$ cat config.mk
export PLATFORM = sky130hd
export DESIGN_NAME = booth4_seq_mul
export DESIGN_NICKNAME = d
export VERILOG_FILES = /design/src/rtl/booth4_seq_mul.sv
export SDC_FILE = /design/constraint.sdc
export NUM_CORES = 1
export LEC_CHECK = 0
export BUFFER_PORTS_ARGS = -buffer_cell sky130_fd_sc_hd__buf_2
export CAP_MARGIN = 20
export CORE_MARGIN = 8
export CORE_UTILIZATION = 42
export DETAILED_ROUTE_END_ITERATION = 6
export GPL_TIMING_DRIVEN = 0
export PLACE_DENSITY = 0.73
export SLEW_MARGIN = 5
export SYNTH_ARGS = -nofsm -noshare
export SYNTH_HDL_FRONTEND = slang
export SYNTH_SLANG_ARGS = --single-unit
$ cat constraint.sdc
create_clock -name clk -period 2.9 [get_ports clk]
set_clock_uncertainty 0.15 [all_clocks]
set_input_delay 0.145 -clock clk [delete_from_list [all_inputs] [get_ports clk]]
set_output_delay 0.145 -clock clk [all_outputs]
set_load 0.02 [all_outputs]
$ cat src/rtl/booth4_seq_mul.sv
module booth4_seq_mul #(
  parameter int N = 8
) (
  input  logic           clk,
  input  logic           rst_n,
  input  logic           start,
  input  logic [N-1:0]   mcand,
  input  logic [N-1:0]   mplier,
  output logic           busy,
  output logic           done,
  output logic [2*N-1:0] product
);
  localparam int STEPS = N / 2;
  localparam int CW    = $clog2(STEPS + 1);
  localparam int AW    = N + 2;

  logic [AW-1:0] acc;
  logic [N:0]    mreg;
  logic [N-1:0]  xreg;
  logic [CW-1:0] cnt;

  logic [AW-1:0] xext, mult, addend, sum;
  logic          neg;
  logic [2:0]    win;
  logic          last;

  assign xext = {{2{xreg[N-1]}}, xreg};
  assign win  = mreg[2:0];
  assign last = (cnt == CW'(STEPS));

  always_comb begin
    mult = '0;
    neg  = 1'b0;
    case (win)
      3'b001, 3'b010: mult = xext;
      3'b011:         mult = xext << 1;
      3'b100: begin   mult = xext << 1; neg = 1'b1; end
      3'b101, 3'b110: begin mult = xext; neg = 1'b1; end
      default:        mult = '0;
    endcase
  end

  assign addend = neg ? ~mult : mult;
  assign sum    = acc + addend + {{(AW-1){1'b0}}, neg};

  always_ff @(posedge clk or negedge rst_n) begin
    if (!rst_n) begin
      acc  <= '0;
      mreg <= '0;
      xreg <= '0;
      cnt  <= '0;
      busy <= 1'b0;
      done <= 1'b0;
    end else begin
      done <= 1'b0;
      if (!busy) begin
        if (start) begin
          acc  <= '0;
          mreg <= {mplier, 1'b0};
          xreg <= mcand;
          cnt  <= '0;
          busy <= 1'b1;
        end
      end else if (!last) begin
        acc  <= {{2{sum[AW-1]}}, sum[AW-1:2]};
        mreg <= {sum[1:0], mreg[N:2]};
        cnt  <= cnt + 1'b1;
      end else begin
        acc  <= {acc[AW-1], acc[AW-1:1]};
        mreg <= {acc[0], mreg[N:1]};
        busy <= 1'b0;
        done <= 1'b1;
      end
    end
  end

  assign product = {acc[N-2:0], mreg};
endmodule

==> run metrics <==
status finished, violations left; failing checks setup timing; fmax approximately 320 MHz; io pins 37; syn_nets 292; Worst Hold Class in2reg; # DRC 0; register area share after synthesis 35.6%; std cell rows 26; top cells by count, synth nand2_1, dfrtp_1, o21ai_0; CP cell instances and3_4, a22oi_1, o21ai_0, ha_1, a21o_1, a41o_1, a21o_1, a211oi_2, nor2_1, or3_1; Worst Path Required 2.92 ns; cell with the most instances after synthesis nand2_1; first-iteration detailed-routing DRC count between 100 and 150; yosys warns 0; area grow syn2layout 28.3%; CP peak stage delay around 0.49 ns; Synth Area per Inst ~8.6 µm²; crit end category flip-flop; H-Tree Depth 2; starting density of the core 43.8%; CTS max path bufs 2; top cells by area, synth dfrtp_1, nand2_1, ha_1; dominant synthesized flop cell dfrtp_1; CTS tree built; Pre-antenna DRT Iters 4; vias in the first global route 1929; clk slew on worst S/H paths 0.08 ns; GRT Util Overall between 10% and 20%; Yosys cell types 46; Max Cap Viol 0; placed wire-length estimate 4.03 mm; DR WL/cell 14.7 µm; CP Max Fanout 7; Fill cells 496; largest net degree at the start of global routing 33; dominant cell type by area after synthesis dfrtp_1; RSZ-0062 raised after global routing true; final worst setup slack -0.185 ns; total gr overflow 0; worst skew pair latency 0.29 ns; layout cells sized above 1 roughly 27%; crit share post-route 106%; Die ar. 0.00796 mm²; final hold vios 0; CP Class reg2reg; core area 0.00514 mm²; Root Driver clkbuf_8; CTS Sinks 32; share of Yosys cell area claimed by the top area cell type 35.6%; Placer Congestion 0.799; crit-path most repeated cell a21o_1; vias per inst 5.39; Vias 2130; total CTS buffers 5; Crit-path slowest cell dfrtp_2; CP Launch Type flip-flop; hold slack final 0.00393 ns; slew margin rel. 50.2%; final setup violation count 3; Cells after Synth 262; final wirelength 5.80 mm; Yosys reg bits 32; Post-synth EDFFs 0; die height 89.2 µm; Least-Margin Pin Slew between 0.7 and 0.8 ns; diodes inserted 0; Worst EP arrival 3.11 ns; Nets 354; die width 89.2 µm; antenna-violating nets left 0; Async S/R FF share, synth 100%; initial antenna violation count 0; Slew Limit Fails 0; first-pass GRT wire length between 9 and 10 mm; Post-Syn Area 0.00225 mm²; IO buf count 36; Tmin final 3.08 ns
logic make-up (layout without fill, tap and decap cells):
kind of cell | Yosys count | count (layout) | share of synthesized area (%)
mux | 2 | 2 | 0.889
buf+inv | 29 | 92 | 7.22
simple gates | 102 | 102 | 21.9
flops | 32 | 32 | 35.6
xor+xnor | 16 | 16 | 6.22
fa+ha+maj | 11 | 11 | 6.44
compound gates | 70 | 70 | 21.7
area by class of cell:
cell class | count | area, µm² | area share [%]
clock inverter | 3 | 42.5 | 1.47
tap | 70 | 87.6 | 3.03
buffer | 20 | 121 | 4.20
sequential | 32 | 805 | 27.8
clock buffer | 5 | 68.8 | 2.38
multi-input combinational | 201 | 1350 | 46.7
timing repair buffer | 58 | 393 | 13.6
inverter | 6 | 22.5 | 0.779
what timing repair did:
action | 4_1_cts | 5_1_grt
hold buffers | 9 | 0
gates cloned | 1 | 0
pin swaps | 9 | 8
setup buffers | 9 | 3
hold endpoints to repair | 40 | 0
setup endpoints to repair | 4 | 5
resized for setup | 10 | 3
per-layer routing:
layer | global-route usage (%) | up-vias | share of wire [%]
met5 | 0 | - | 0
met4 | 5.59 | 0 | 1.8
met3 | 2.85 | 9 | 4.2
met2 | 24.1 | 57 | 47
met1 | 20.1 | 1026 | 47
li1 | - | 1038 | -
state kept, by name, indices dropped and copies added (netlist names):
signal and cells:
done 1, busy 1, xreg 8, mreg 9, cnt 3, acc 10
final timing paths:
path                                      from                   to  slack, ns  depth (start not counted)
max                        mreg[1]$_DFFE_PN0P_   acc[8]$_DFFE_PN0P_      -0.18                         10
min                                  mplier[3]  mreg[4]$_DFFE_PN0P_      0.004                          3
max reg2reg                mreg[1]$_DFFE_PN0P_   acc[8]$_DFFE_PN0P_      -0.18                         10
min reg2reg                 acc[9]$_DFFE_PN0P_   acc[9]$_DFFE_PN0P_       0.37                          1
max in group asynchronous                rst_n  mreg[2]$_DFFE_PN0P_       1.76                          2
min in group asynchronous                rst_n       busy$_DFF_PN0_       0.31                          2
stage by stage:
stage          setup WS [ns]  utilization [%]  setup TNS, ns  cells  area (µm²)
6_report              -0.185             56.2         -0.239    395        2890
5_1_grt               -0.298             56.2         -0.617    395        2890
4_1_cts               -0.183             55.5         -0.183    392        2850
3_5_place_dp          -0.468             49.4          -1.00    368        2540
3_3_place_gp          -0.452             49.4         -0.923    368        2540
2_1_floorplan         -0.269                -         -0.368    262        2270
cell usage in the layout, fill, tap and decap left out, types with 2 or more instances in the layout:
cell type	Yosys	final
nand2_1	57	56
a21oi_2	1	3
xor2_1	11	10
a211oi_1	8	8
a31oi_1	11	11
a22oi_1	7	6
dfrtp_1	32	29
dlygate4sd3_1	0	9
dfrtp_2	0	3
o21ai_0	19	17
mux2i_1	2	2
nand3_1	5	5
nor2b_1	7	7
inv_1	6	5
nor3b_1	3	3
and2_1	2	2
o211ai_1	4	4
clkbuf_8	0	5
ha_1	10	9
xnor2_1	5	5
buf_4	10	21
a21o_1	5	5
a211oi_2	2	2
nor2_1	8	8
a21oi_1	6	4
nand2b_1	5	5
clkbuf_1	10	9
buf_2	1	37
or3_1	3	3
critical path, delay by kind of cell, from the launching register on:
family / cells / cell delay [ns]
flops: 1 / 0.49
simple gates: 3 / 0.70
fa+ha+maj: 1 / 0.38
compound gates: 6 / 1.25
Power is not shown: default switching activity piles up to over one toggle a cycle in this logic, so the estimate is an artifact.
